--- src/rtl/tick_pkg.sv ---
package tick_pkg;

    localparam int NCH = 5;

    typedef enum logic [2:0] {
        CH_MC   = 3'd0,
        CH_TMR  = 3'd1,
        CH_BAUD = 3'd2,
        CH_SER0 = 3'd3,
        CH_SER2 = 3'd4
    } chan_e;

    typedef enum logic [1:0] {
        DIV_MULT = 2'b00,
        DIV_RSVD = 2'b01,
        DIV_QUAD = 2'b10,
        DIV_PMM  = 2'b11
    } div_e;

    typedef struct packed {
        div_e code;
        logic x4;
        logic tmr_fast;
        logic ser0_fast;
        logic ser2_dbl;
    } cfg_t;

    localparam cfg_t CFG_RESET = '{code: DIV_QUAD, x4: 1'b0, tmr_fast: 1'b0,
                                   ser0_fast: 1'b0, ser2_dbl: 1'b0};

    localparam int unsigned QUAD_DIV     = 4;
    localparam int unsigned TMR_FIXED    = 12;
    localparam int unsigned BAUD_FIXED   = 2;
    localparam int unsigned SER0_MULT    = 3;
    localparam int unsigned SER2_FIXED   = 64;
    localparam int unsigned PMM_TMR_MULT = 3;
    localparam int unsigned PMM_SER2_MUL = 16;

    function automatic int unsigned mc_period(cfg_t c, int unsigned pmm);
        case (c.code)
            DIV_MULT: return c.x4 ? 1 : 2;
            DIV_PMM:  return pmm;
            default:  return QUAD_DIV;
        endcase
    endfunction

    function automatic int unsigned chan_period(chan_e ch, cfg_t c, int unsigned pmm);
        int unsigned mc;
        int unsigned s2;
        logic slow;
        mc   = mc_period(c, pmm);
        slow = (c.code == DIV_PMM);
        case (ch)
            CH_MC:   return mc;
            CH_TMR:  return c.tmr_fast ? mc : (slow ? PMM_TMR_MULT * pmm : TMR_FIXED);
            CH_BAUD: return slow ? pmm / 2 : BAUD_FIXED;
            CH_SER0: return c.ser0_fast ? mc : SER0_MULT * mc;
            default: begin
                s2 = slow ? PMM_SER2_MUL * pmm : SER2_FIXED;
                return c.ser2_dbl ? s2 / 2 : s2;
            end
        endcase
    endfunction

endpackage

--- src/rtl/tick_cfg_hold.sv ---
module tick_cfg_hold
    import tick_pkg::*;
(
    input  logic clk,
    input  logic rst,
    input  logic mc_tick,
    input  cfg_t cfg_in,
    output cfg_t cfg_q,
    output logic apply
);

    // A differing request is taken only on the last cycle of a machine cycle.
    assign apply = mc_tick && (cfg_in != cfg_q);

    always_ff @(posedge clk) begin
        if (rst) begin
            cfg_q <= CFG_RESET;
        end else if (apply) begin
            cfg_q <= cfg_in;
        end
    end

endmodule

--- src/rtl/tick_rate_table.sv ---
module tick_rate_table
    import tick_pkg::*;
#(
    parameter int unsigned PMM_DIV = 1024,
    parameter int          PW      = 15
) (
    input  cfg_t                     cfg,
    output logic [NCH-1:0][PW-1:0]   per
);

    for (genvar g = 0; g < NCH; g++) begin : g_rate
        assign per[g] = PW'(chan_period(chan_e'(g), cfg, PMM_DIV));
    end

endmodule

--- src/rtl/tick_div_counter.sv ---
module tick_div_counter #(
    parameter int PW = 15
) (
    input  logic          clk,
    input  logic          rst,
    input  logic          restart,
    input  logic [PW-1:0] period,
    output logic          tick
);

    localparam logic [PW-1:0] ONE = PW'(1);

    logic [PW-1:0] cnt;

    assign tick = (cnt == period - ONE);

    always_ff @(posedge clk) begin
        if (rst || restart) begin
            cnt <= '0;
        end else if (tick) begin
            cnt <= '0;
        end else begin
            cnt <= cnt + ONE;
        end
    end

endmodule

--- src/rtl/mc_tick_gen.sv ---
module mc_tick_gen
    import tick_pkg::*;
#(
    parameter int unsigned PMM_DIV = 1024
) (
    input  logic       clk,
    input  logic       rst,
    input  logic [1:0] div_code,
    input  logic       mult_4x,
    input  logic       tmr_mc_rate,
    input  logic       ser0_mc_rate,
    input  logic       ser2_double,
    output logic       mc_stb,
    output logic       tmr_tick,
    output logic       baud_tick,
    output logic       ser0_tick,
    output logic       ser2_tick
);

    // Widest period is the slow serial bit tick in power-saving mode.
    localparam int PW = $clog2(PMM_SER2_MUL * PMM_DIV) + 1;

    cfg_t                   cfg_in;
    cfg_t                   cfg_q;
    logic                   apply;
    logic [NCH-1:0][PW-1:0] per;
    logic [NCH-1:0]         tick_vec;

    always_comb begin
        cfg_in.code      = div_e'(div_code);
        cfg_in.x4        = mult_4x;
        cfg_in.tmr_fast  = tmr_mc_rate;
        cfg_in.ser0_fast = ser0_mc_rate;
        cfg_in.ser2_dbl  = ser2_double;
    end

    tick_cfg_hold u_cfg (
        .clk     (clk),
        .rst     (rst),
        .mc_tick (tick_vec[CH_MC]),
        .cfg_in  (cfg_in),
        .cfg_q   (cfg_q),
        .apply   (apply)
    );

    tick_rate_table #(.PMM_DIV(PMM_DIV), .PW(PW)) u_rate (
        .cfg (cfg_q),
        .per (per)
    );

    for (genvar g = 0; g < NCH; g++) begin : g_div
        tick_div_counter #(.PW(PW)) u_cnt (
            .clk     (clk),
            .rst     (rst),
            .restart (apply),
            .period  (per[g]),
            .tick    (tick_vec[g])
        );
    end

    assign mc_stb    = tick_vec[CH_MC];
    assign tmr_tick  = tick_vec[CH_TMR];
    assign baud_tick = tick_vec[CH_BAUD];
    assign ser0_tick = tick_vec[CH_SER0];
    assign ser2_tick = tick_vec[CH_SER2];

endmodule

--- config.mk ---
export PLATFORM = sky130hd
export DESIGN_NAME = mc_tick_gen
export DESIGN_NICKNAME = d
export VERILOG_FILES = /design/src/rtl/tick_pkg.sv /design/src/rtl/tick_cfg_hold.sv /design/src/rtl/tick_rate_table.sv /design/src/rtl/tick_div_counter.sv /design/src/rtl/mc_tick_gen.sv
export SDC_FILE = /design/constraint.sdc
export NUM_CORES = 1
export LEC_CHECK = 0
export BUFFER_PORTS_ARGS = -buffer_cell sky130_fd_sc_hd__buf_2
export CORE_ASPECT_RATIO = 2
export CORE_MARGIN = 4
export CORE_UTILIZATION = 45
export CTS_CLUSTER_SIZE = 16
export DETAILED_ROUTE_END_ITERATION = 8
export SLEW_MARGIN = 20
export SYNTH_ARGS = -nofsm -noshare
export SYNTH_HDL_FRONTEND = slang
export SYNTH_SLANG_ARGS = --single-unit
--- constraint.sdc ---
create_clock -name clk -period 5.7 [get_ports clk]
set_clock_uncertainty 0.2 [all_clocks]
set_input_delay 0.57 -clock clk [delete_from_list [all_inputs] [get_ports clk]]
set_output_delay 0.57 -clock clk [all_outputs]
set_load 0.05 [all_outputs]
# After elaboration in Yosys (flattened, before gate mapping)
# Index checks and enable logic that the tools add are counted.
# op_classes
reduce_logical	8
add_sub_neg	10
bitwise_logic	0
mux	8
order_cmp	0
n_eq_ne	7
div	0
mul	1
shifts	0
# op_table
cell	n
adder 15 x 1 -> 15 bit (second input constant)	5
== test 15 bit	5
2-to-1 mux 15 bit	4
subtractor 15 x 1 -> 15 bit (second input constant)	4
one-hot mux 11 bit (2 select lines)	1
multiplier 2 x 11 -> 13 bit (first input constant)	1
2-to-1 mux 12 bit	1
subtractor 10 x 1 -> 11 bit (second input constant)	1
2-to-1 mux 10 bit	1
OR reduction 2 bit	5
!= test 6 bit	1
== test 2 bit (second input constant)	1
logical NOT 2 bit	1
2-to-1 mux 2 bit	1
logical AND 1 bit	1
logical OR 1 bit	1
# totals
latchBits	0
ram_bits	0
reg_bits	81
word_cells	44
mem_count	0
output_inout_bits	5
mem_bits_ro	0
in_bits	8

# Longest topological paths before layout
# Gate-level depths: netlist (run 1).
# logic_depth
depth_word	7
depth_mapped	15
depth_no_buf	13

# Hierarchy
# A second synthesis (run 1) with hierarchy kept.
# unflattened
hier_cells	896
hier_area_um2	7295.7
# modules_own_cells
module	seq_area_each_um2	area_per_inst_um2	instances	cells_per_inst
tick_div_counter	300.3	1276.2	5	156
tick_rate_table	0.0	635.6	1	89
tick_cfg_hold	120.1	279.0	1	27

# Least setup slack after synthesis (run 1)
# No wires, ideal clock.
# synth_timing
kind	reg2out
from	register, netlist name u_cfg.cfg_q[4]
to	output port ser0_tick
path_stages_with_launch	12
n_path_buf	1
path_slack_ns	0.820
required_time_ns	4.930
t_arrival_ns	4.110
path_cell_list	dfxtp_1 -> inv_1 -> ha_1 -> buf_2 -> nor3b_1 -> ha_1 -> nand3b_1 -> ha_1 -> xor2_1 -> nand3_1 -> or4_4 -> nor4_1
# synth_via
elab_chain_cells	6
elab_cells_between_ends	7
classes_between	add/sub (1); mul (1); eq/ne (2); mux (2); reduce/logical (1)
# synth_lines
item	line_no	source
== test 2 bit or logical NOT 2 bit (tied branches)	--	
one-hot mux 11 bit (2 select lines) (*)	tick_pkg.sv:40	case (c.code)
multiplier 2 x 11 -> 13 bit	tick_pkg.sv:57	CH_SER0: return c.ser0_fast ? mc : SER0_MULT * mc;
2-to-1 mux 15 bit (*)	tick_pkg.sv:57	
subtractor 15 x 1 -> 15 bit (*)	tick_div_counter.sv:15	assign tick = (cnt == period - ONE);
== test 15 bit (*)	tick_div_counter.sv:15	
end: declaration	mc_tick_gen.sv:16	output logic ser0_tick,
# Mark *: on every way between the ends. The rest lies on a longest branch, timed or not.

# Worst setup path after layout (run 1)
# layout_timing
from	register, netlist name u_cfg.cfg_q[4]
to	output port tmr_tick
# layout_via
elab_chain_cells	5
elab_cells_between_ends	7
classes_between	add/sub (1); eq/ne (2); mux (3); reduce/logical (1)
# layout_lines
item	line_no	source
== test 2 bit or logical NOT 2 bit (tied branches)	--	
one-hot mux 11 bit (2 select lines) or 2-to-1 mux 12 bit (tied branches)	tick_pkg.sv:40, tick_pkg.sv:55	
2-to-1 mux 15 bit (*)	tick_pkg.sv:55	CH_TMR: return c.tmr_fast ? mc : (slow ? PMM_TMR_MULT * pmm : TMR_FIXED);
subtractor 15 x 1 -> 15 bit (*)	tick_div_counter.sv:15	
== test 15 bit (*)	tick_div_counter.sv:15	
end: declaration	mc_tick_gen.sv:14	output logic tmr_tick,
# Marked as above.

==> impl_metrics.csv, run 1 <==
group,metric,value,unit
clocking,clk_latency,340,ps
layout,utilization,51.18,%
clocking,cts_buffers,9,
synthesis,ys_warn_count,0,
layout,n_fill_cell,909,
worst_setup_path,critPathMaxStageDelay,640,ps
synthesis,synth.distinct_cells,51,
synthesis,synth_top_area_cell,"dfxtp_1",
worst_hold_path,hold_depth,1,
sta,fmax,0.2072,GHz
place,dp_hpwl,7172,um
synthesis,synth_edf_count,0,
route,drtAntennaViolNets,0,
synthesis,synth_area_leaders,"dfxtp_1 37%, xor2_1 11%, xnor2_1 8.0%",
global_routing,grt_pass1_wl,15930,um
synthesis,syn_avg_cell_area,8.504,um2
sta,grt_setup_unrepaired,"no",
route,drtPass1Iterations,4,
worst_setup_path,crit_chain,"inv_1, ha_1, nand3b_4, clkinv_1, nand2_1, ha_1, and3_1, or4_1, a2111oi_0, o2111a_1, buf_2",
route,drc,0,
job,maxCapViolCount,0,
synthesis,yosysTopAreaCellShare,36.88,%
place,placed_area,4523,um2
route,wl_met1,3603,um
worst_setup_path,cp_max_fo,16,
global_routing,grt_overflow,0,
synthesis,async_flop_share,0,%
clocking,cts.path.max_buffers,2,
worst_setup_path,ff2ff_path_depth,13,
die,io_pins,13,
global_routing,grt_max_degree,21,
worst_setup_path,crit_family,"compound AO/OA/AOI/OAI gates",
worst_setup_path,reg2reg_to,"g_div[3].u_cnt.cnt[2]",
clocking,clk_pin_slew,60,ps
die,core_area,9447,um2
sta,tightest_slew,1010,ps
worst_setup_path,cp.arrival,4060,ps
worst_setup_path,crit_path_end_kind,"output pin",
worst_hold_path,whs_endpoint,"g_div[4].u_cnt.cnt[0]",
clocking,cts-resized-gates,0,
route,drt-initial-drc-count,168,
clocking,ctsHoldBuffers,0,
sta,hold-worst-slack,277.8,ps
place,place_ws,1249,ps
worst_setup_path,startpoint,"u_cfg.cfg_q[4]",
clocking,cts_num_sinks,81,
sta,finalMaxSlewViolations,0,
route,wl_met3,289,um
route,maxUsedRoutingLayer,"met4",
synthesis,yosysSeqAreaShare,36.88,%
place,gp_congestion,0.8828,
layout,drive_gt1_share,7.021,%
layout,design_area,4835,um2
worst_setup_path,crit_top_cell,"ha_1",
sta,timing.final.ws_setup,874.0,ps
global_routing,grt_pass1_vias,3510,
clocking,h-tree-depth,3,
power,ir_drop,0.1890,mV
sta,setup_tns,0,ps
synthesis,syn_area,4397,um2
outcome,outcome,"complete, no violations",
synthesis,synth-main-ff-cell,"dfxtp_1",
global_routing,grt_antenna_before_repair,0,
synthesis,synthesis.instances,517,
die,die_w,77.90,um
worst_setup_path,r2r_setup_slack,1560,ps
worst_setup_path,worst-path-buf-inv,3,
worst_setup_path,crit_path_start_kind,"flip-flop",
die,die-area,11510,um2
sta,setup_violations,0,
clocking,clock-root-buffer,"clkbuf_16",
sta,fin_crit,4826,ps
place,portBuffers,12,
sta,post-route-period-util,84.67,%
worst_setup_path,crit_type,"flip-flop to output pin",
sta,max_slew_margin,32.23,%
synthesis,yosysMostFrequentCell,"nor2_1",
worst_hold_path,hp-class,"flip-flop to flip-flop",
clocking,cts_tree,"built",
route,wl_per_cell,14.53,um
power,cellLeakagePower,1.875,nW
synthesis,synth_fp_nets,541,
synthesis,ys_seq_elements,81,
layout,antenna_cells,0,
die,num_rows,50,
sta,hold_viol,0,
die,start_util,46.54,%
layout,final_net_count,546,
worst_setup_path,cp_data_required_time,4930,ps
layout,area_growth,9.960,%
route,via_per_inst,5.311,
power,power_density,289.7,nW/um2
global_routing,grt_use_total,17.46,%
die,die_y,147.8,um
route,wl_met2,5420,um
route,wl,9549,um
worst_setup_path,rr_startpoint,"u_cfg.cfg_q[4]",
worst_hold_path,min_from,"g_div[4].u_cnt.cnt[0]",
route,vias,3489,
worst_setup_path,critPathSlowestCell,"o2111a_1",
clocking,post_cts_buffers,0,
synthesis,netlist_top_cells_count,"87 x nor2_1, 81 x dfxtp_1, 55 x xor2_1, 40 x xnor2_1, 36 x nand3_1",
## report_power, final
part           internal, mW  switching [mW]
Sequential            0.586          0.0283
Combinational        0.0650           0.108
Clock                 0.381           0.232
Total                  1.03           0.368
## layout by cell type (no fill, tap or decap), types with 4 or more instances in the layout
cell type / instances
dfxtp_1: 81
nand3_1: 36
nor3_1: 23
nor2_1: 87
nand2_1: 35
mux2i_1: 10
a21oi_1: 9
xnor2_1: 40
nand4_1: 10
buf_2: 12
and3_1: 17
inv_1: 17
clkbuf_16: 9
or4_1: 4
and4_1: 4
nor4_1: 8
xor2_1: 55
ha_1: 16
o21ai_0: 7
## worst max path at each step
stage / to / cells after the start
floorplan: ser0_tick / 11
global placement: tmr_tick / 11
detailed placement: tmr_tick / 11
CTS: tmr_tick / 11
global route: tmr_tick / 11
finish: tmr_tick / 11
## through the flow
stage,power (mW),cells
floorplan,0.7623,517
global placement,0.7971,641
detailed placement,0.8008,641
CTS,1.419,657
global route,1.459,657
finish,1.401,657
## cell families after synthesis
kind of cell	after synthesis	synth area share [%]
xor gates and xnor gates	95	18.92
adders and majority gates	16	4.553
AOI/OAI and AO/OA	34	5.862
buffers and inverters	36	3.728
and+or+nand+nor	244	27.43
muxes	11	2.618
DFF	81	36.88
## area by class of cell
| cell class | instances | area [um2] | share of cell area, % |
|---|---|---|---|
| multi-input combinational | 400 | 2611 | 54.01 |
| inverter | 18 | 67.56 | 1.398 |
| clock inverter | 6 | 82.58 | 1.708 |
| sequential | 81 | 1622 | 33.54 |
| tap | 130 | 162.7 | 3.364 |
| timing repair buffer | 12 | 60.06 | 1.242 |
| clock buffer | 10 | 229.0 | 4.736 |
## per-layer routing
metal	up-vias	GRT usage (%)
met2	50	33.76
met3	17	3.963
li1	1782	-
met5	-	0
met4	0	8.319
met1	1640	16.88
## registers in the layout, summed over array words and instances, names as in the netlist
name / cells
u_cfg.cfg_q: 6
g_div.u_cnt.cnt: 75
No activity file was read; power rests on OpenSTA's default activity.
==> run 2: changes to the inputs <==
- clock period: 5.7 -> 4.1 ns (I/O delays scaled with it)
==> impl_metrics.csv, run 2 (synthesis gave the netlist of run 1 again) <==
group,metric,value,unit
outcome,outcome,"complete, no violations",
global_routing,grt_busiest_layer,"met2",
worst_hold_path,hp-class,"primary input to flip-flop",
power,power_density,394.5,nW/um2
route,wl,9588,um
worst_setup_path,crit_path_end_kind,"output pin",
global_routing,grt_pass1_wl,16390,um
sta,hold_viol,0,
sta,finalMaxSlewViolations,0,
global_routing,grt_max_degree,20,
die,die_y,147.8,um
place,placedCellCount,651,
global_routing,grt_pass1_vias,3639,
clocking,clk_latency,340,ps
die,start_util,46.54,%
worst_setup_path,crit_path_start_kind,"flip-flop",
route,via_per_inst,5.310,
place,placed_area,4613,um2
clocking,ctsHoldBuffers,0,
sta,post-route-period-util,95.24,%
die,io_pins,13,
worst_setup_path,cp_max_fo,5,
route,drtPass1Iterations,4,
layout,n_fill_cell,897,
die,core_area,9447,um2
layout,drive_gt1_share,10.61,%
route,wl_per_cell,14.37,um
route,drt-initial-drc-count,146,
worst_setup_path,cp_data_required_time,3490,ps
sta,setup_violations,0,
sta,fin_crit,3905,ps
route,drtAntennaViolNets,0,
layout,layoutNonFillerInstCount,667,
power,fin_total_pwr,1.964,mW
sta,timing.final.ws_setup,195.0,ps
layout,final_common_cell,"nor2_1",
clocking,cts_num_sinks,81,
global_routing,use_met1,17.24,%
power,ir_drop,0.2348,mV
place,gp_congestion,0.8754,
layout,top_register,"g_div.u_cnt.cnt",
global_routing,grtUsageMet3,3.598,%
clocking,cts_buffers,9,
place,portBuffers,12,
global_routing,grt_antenna_before_repair,0,
worst_setup_path,cp.arrival,3290,ps
layout,area_growth,13.26,%
layout,final_net_count,556,
global_routing,grt_util_met2,33.29,%
die,die_w,77.90,um
power,cellLeakagePower,1.914,nW
global_routing,grt_use_total,17.84,%
route,vias,3542,
global_routing,grt_overflow,0,
clocking,clk_pin_slew,60,ps
sta,fmax,0.2561,GHz
job,maxCapViolCount,0,
layout,design_area,4980,um2
layout,largest_register_ffs,75,
place,dp_hpwl,7350,um
worst_setup_path,crit_type,"flip-flop to output pin",
clocking,post_cts_buffers,0,
clocking,cts_tree,"built",
die,die-area,11510,um2
sta,tightest_slew,772.4,ps
clocking,cts.path.max_buffers,2,
sta,setup_tns,0,ps
die,num_rows,50,
layout,final_cell_mix,"87 x nor2_1, 79 x dfxtp_1, 55 x xor2_1, 39 x xnor2_1, 36 x nand3_1",
sta,grt_setup_unrepaired,"no",
clocking,clock-root-buffer,"clkbuf_16",
clocking,h-tree-depth,3,
layout,reg_top3,"g_div.u_cnt.cnt x75, u_cfg.cfg_q x6",
layout,antenna_cells,0,
route,drc,0,
sta,max_slew_margin,48.51,%
place,place_ws,218.6,ps
-- run 2: worst paths after layout --
kind,start,cells after the start,slack [ps],to
setup reg to reg,u_cfg.cfg_q[4],15,460,g_div[3].u_cnt.cnt[8]
hold / removal,mult_4x,3,130,u_cfg.cfg_q[3]
hold reg to reg,g_div[4].u_cnt.cnt[0],1,280,g_div[4].u_cnt.cnt[0]
setup / recovery,u_cfg.cfg_q[4],11,200,tmr_tick
-- run 2: report_power, final --
| part | switching (mW) | leakage, nW | internal (mW) |
|---|---|---|---|
| sequential | 0.0376 | 0.656 | 0.815 |
| combinational | 0.158 | 1.11 | 0.105 |
| clock | 0.317 | 0.146 | 0.533 |
-- run 2: what timing repair did --
action                                  CTS  global route
endpoints found under the setup margin    2             3
gates resized for setup                   5            10
pin swaps                                 0             1
-- run 2: final cells by class --
cell class,count,area (um2),share of cell area (%)
Inverter,18,71.32,1.432
Multi-Input combinational cell,400,2663,53.47
Timing Repair Buffer,22,143.9,2.889
Sequential cell,81,1627,32.66
Clock buffer,11,232.7,4.673
Tap cell,130,162.7,3.266
Clock inverter,5,80.08,1.608
-- run 2: stage by stage --
stage | hold slack (ps) | util, %
final | 134.9 | 52.72
after global routing | 167.4 | 52.72
after CTS | 130.2 | 52.28
after detailed placement | 268.0 | 48.83
after global placement | 264.5 | 48.83
after floorplan | 240.2 | -
-- run 2: worst max-delay path: stages (launching register included) --
cell	delay [ps]
dfxtp_4	360
inv_1	80
ha_2	300
nand3b_4	200
clkinvlp_4	150
nand2_1	120
ha_2	260
and3_1	160
or4_1	400
a2111oi_1	430
o2111a_1	280
buf_4	210
-- run 2: routing by layer --
layer | share of wire (%) | vias to the layer above
li1 | - | 1792
met1 | 38 | 1674
met2 | 55 | 47
met3 | 3.1 | 29
met4 | 4.7 | 0
met5 | 0 | -
==> run 3: changes to the inputs <==
- ABC_AREA: default -> 1
- HOLD_SLACK_MARGIN: default -> 0.1
- clock period: 4.1 -> 3.8 ns (I/O delays scaled with it)
==> impl_metrics.csv, run 3 <==
group,metric,value,unit
die,io_pins,13,
route,wl,10260,um
sta,tightest_slew,628.8,ps
global_routing,grt_use_total,17.85,%
die,core_area,10210,um2
die,num_rows,52,
synthesis,ys_seq_elements,81,
worst_setup_path,crit_path_end_kind,"output pin",
synthesis,ys_warn_count,0,
worst_setup_path,ff2ff_path_depth,21,
layout,top_register,"g_div.u_cnt.cnt",
synthesis,synth_adder_area_share,4.226,%
sta,max_slew_margin,58.07,%
worst_setup_path,cp.arrival,3140,ps
die,die_w,80.55,um
synthesis,synth.distinct_cells,41,
layout,area_growth,13.97,%
global_routing,grt_antenna_before_repair,0,
route,wl_per_cell,12.42,um
worst_hold_path,whs_endpoint,"u_cfg.cfg_q[5]",
synthesis,synth_top_family_by_area,"simple AND/OR/NAND/NOR gates",
sta,fmax,0.2687,GHz
clocking,cts_num_sinks,81,
global_routing,grt_pass1_vias,4142,
worst_hold_path,hp-class,"primary input to flip-flop",
worst_setup_path,r2r_setup_slack,680,ps
sta,grt_setup_unrepaired,"yes",
layout,utilization,52.85,%
sta,post-route-period-util,97.94,%
synthesis,yosysTopAreaCellShare,34.23,%
layout,layoutNonFillerInstCount,826,
worst_setup_path,reg2reg_to,"g_div[3].u_cnt.cnt[4]",
worst_setup_path,cp_data_required_time,3220,ps
job,maxCapViolCount,0,
route,drtAntennaViolNets,0,
synthesis,synth_area_leaders,"dfxtp_1 34%, nand2_1 9.0%, nor2_1 8.8%",
place,place_ws,120.5,ps
synthesis,synth_fp_nets,682,
synthesis,yosysSeqAreaShare,34.23,%
sta,setup_violations,0,
synthesis,synthSimpleGateAreaFrac,34.28,%
clocking,clock-root-buffer,"clkbuf_16",
worst_setup_path,cp_max_fo,4,
global_routing,grt_overflow,0,
clocking,clk_latency,340,ps
synthesis,yosysMostFrequentCell,"nand2_1",
sta,hold_viol,0,
synthesis,synth-main-ff-cell,"dfxtp_1",
synthesis,async_flop_share,0,%
synthesis,synth_edf_count,0,
worst_hold_path,hold_depth,3,
die,start_util,46.37,%
global_routing,grt_pass1_wl,17570,um
route,drt-initial-drc-count,141,
route,via_per_inst,4.920,
route,drtPass1Iterations,4,
worst_setup_path,crit_type,"flip-flop to output pin",
place,dp_hpwl,7813,um
layout,drive_gt1_share,13.75,%
synthesis,synth_xor_area_share,13.50,%
sta,timing.final.ws_setup,78.30,ps
synthesis,synth_top_area_cell,"dfxtp_1",
sta,setup_tns,0,ps
power,cellLeakagePower,2.113,nW
die,die-area,12330,um2
clocking,clk_pin_slew,60,ps
sta,hold-worst-slack,112.6,ps
synthesis,syn_area,4737,um2
power,power_density,432.0,nW/um2
route,vias,4064,
clocking,cts_buffers,9,
global_routing,grt_max_degree,16,
worst_hold_path,min_from,"div_code[1]",
sta,fin_crit,3722,ps
route,drc,0,
die,die_y,153.1,um
layout,final_net_count,710,
worst_setup_path,rr_startpoint,"u_cfg.cfg_q[5]",
place,portBuffers,12,
synthesis,synth_compound_area_share,5.045,%
clocking,cts.path.max_buffers,2,
synthesis,synth_mux_area_share,0,%
synthesis,netlist_top_cells_count,"114 x nand2_1, 111 x nor2_1, 81 x dfxtp_1, 81 x inv_1, 51 x nand3_1",
power,ir_drop,0.2983,mV
layout,reg_top3,"g_div.u_cnt.cnt x75, u_cfg.cfg_q x6",
outcome,outcome,"complete, no violations",
layout,final_cell_mix,"112 x nand2_1, 109 x nor2_1, 79 x dfxtp_1, 76 x inv_1, 49 x nand3_1",
layout,final_common_cell,"nand2_1",
layout,antenna_cells,0,
place,gp_congestion,0.9073,
layout,largest_register_ffs,75,
place,placedCellCount,804,
clocking,h-tree-depth,3,
clocking,cts_tree,"built",
sta,finalMaxSlewViolations,0,
worst_setup_path,crit_path_start_kind,"flip-flop",
synthesis,syn_avg_cell_area,7.199,um2
synthesis,synthesis.instances,658,
==> run 3: what timing repair did <==
item                                    4_1_cts  5_1_grt
endpoints found under the hold margin         1        0
gates resized for setup                       6       17
pin swaps                                     3       11
gates cloned                                  0        0
endpoints found under the setup margin        1        1
setup buffers                                 0        5
hold buffers                                  1        0
==> run 3: stage by stage <==
| stage | total power [mW] | cell area, um2 |
|---|---|---|
| after floorplan | 1.345 | 4748 |
| after global placement | 1.437 | 4969 |
| after detailed placement | 1.448 | 4969 |
| after CTS | 2.353 | 5311 |
| after global routing | 2.466 | 5399 |
| final | 2.333 | 5399 |
==> run 3: how the worst max path moves through the flow <==
stage	from	slack (ps)	depth (start not counted)	to
2_1_floorplan	u_cfg.cfg_q[4]	120	21	ser0_tick
3_3_place_gp	u_cfg.cfg_q[4]	240	21	ser0_tick
3_5_place_dp	u_cfg.cfg_q[4]	120	21	ser0_tick
4_1_cts	u_cfg.cfg_q[4]	1	22	ser0_tick
5_1_grt	u_cfg.cfg_q[5]	-130	22	ser0_tick
6_report	u_cfg.cfg_q[5]	80	21	ser0_tick
==> run 3: layout make-up <==
| type | count | area (um2) |
|---|---|---|
| fillers | 1038 | 4816 |
| multi-input cells | 478 | 2781 |
| flip-flops and latches | 81 | 1624 |
| inverters | 89 | 339.1 |
| clock buffers | 10 | 239.0 |
| repair buffers | 27 | 181.4 |
| well taps | 135 | 168.9 |
| clock inverters | 6 | 65.06 |
==> run 3: cell families after synthesis <==
logic type | count (synthesis)
buffers and inverters | 99
XOR/XNOR | 73
AO/OA/AOI/OAI | 39
AND/OR/NAND/NOR | 350
flip-flops | 81
adder cells (fa/ha/maj) | 16
==> run 3: metal layers <==
layer	global-route usage [%]	vias to the layer above	wire length, um
met5	0	-	0
li1	-	2145	-
met4	7.252	0	212
met3	2.827	16	233
met2	35.17	52	5884
met1	17.49	1851	3927
==> run 3: worst max-delay path, cell delays in order (launching register included) <==
cell and delay (ps):
dfxtp_2 330, inv_2 40, ha_4 260, inv_4 70
nand3_4 80, inv_2 90, ha_4 140, nand4_1 140
nand3_2 110, nand2_2 90, ha_1 190, or2_2 290
nand2_1 60, nand2_1 40, nor2_1 90, nand2_1 60
nor2_2 110, nand3_1 70, nor2_1 90, nand2_1 90
nor3_4 190, buf_6 180
==> run 3: report_power, final <==
| part | leakage [nW] | switching, mW | total (mW) | internal [mW] |
|---|---|---|---|---|
| clock network | 0.149 | 0.357 | 0.885 | 0.528 |
| registers | 0.655 | 0.0409 | 0.931 | 0.890 |
| logic | 1.31 | 0.332 | 0.516 | 0.185 |
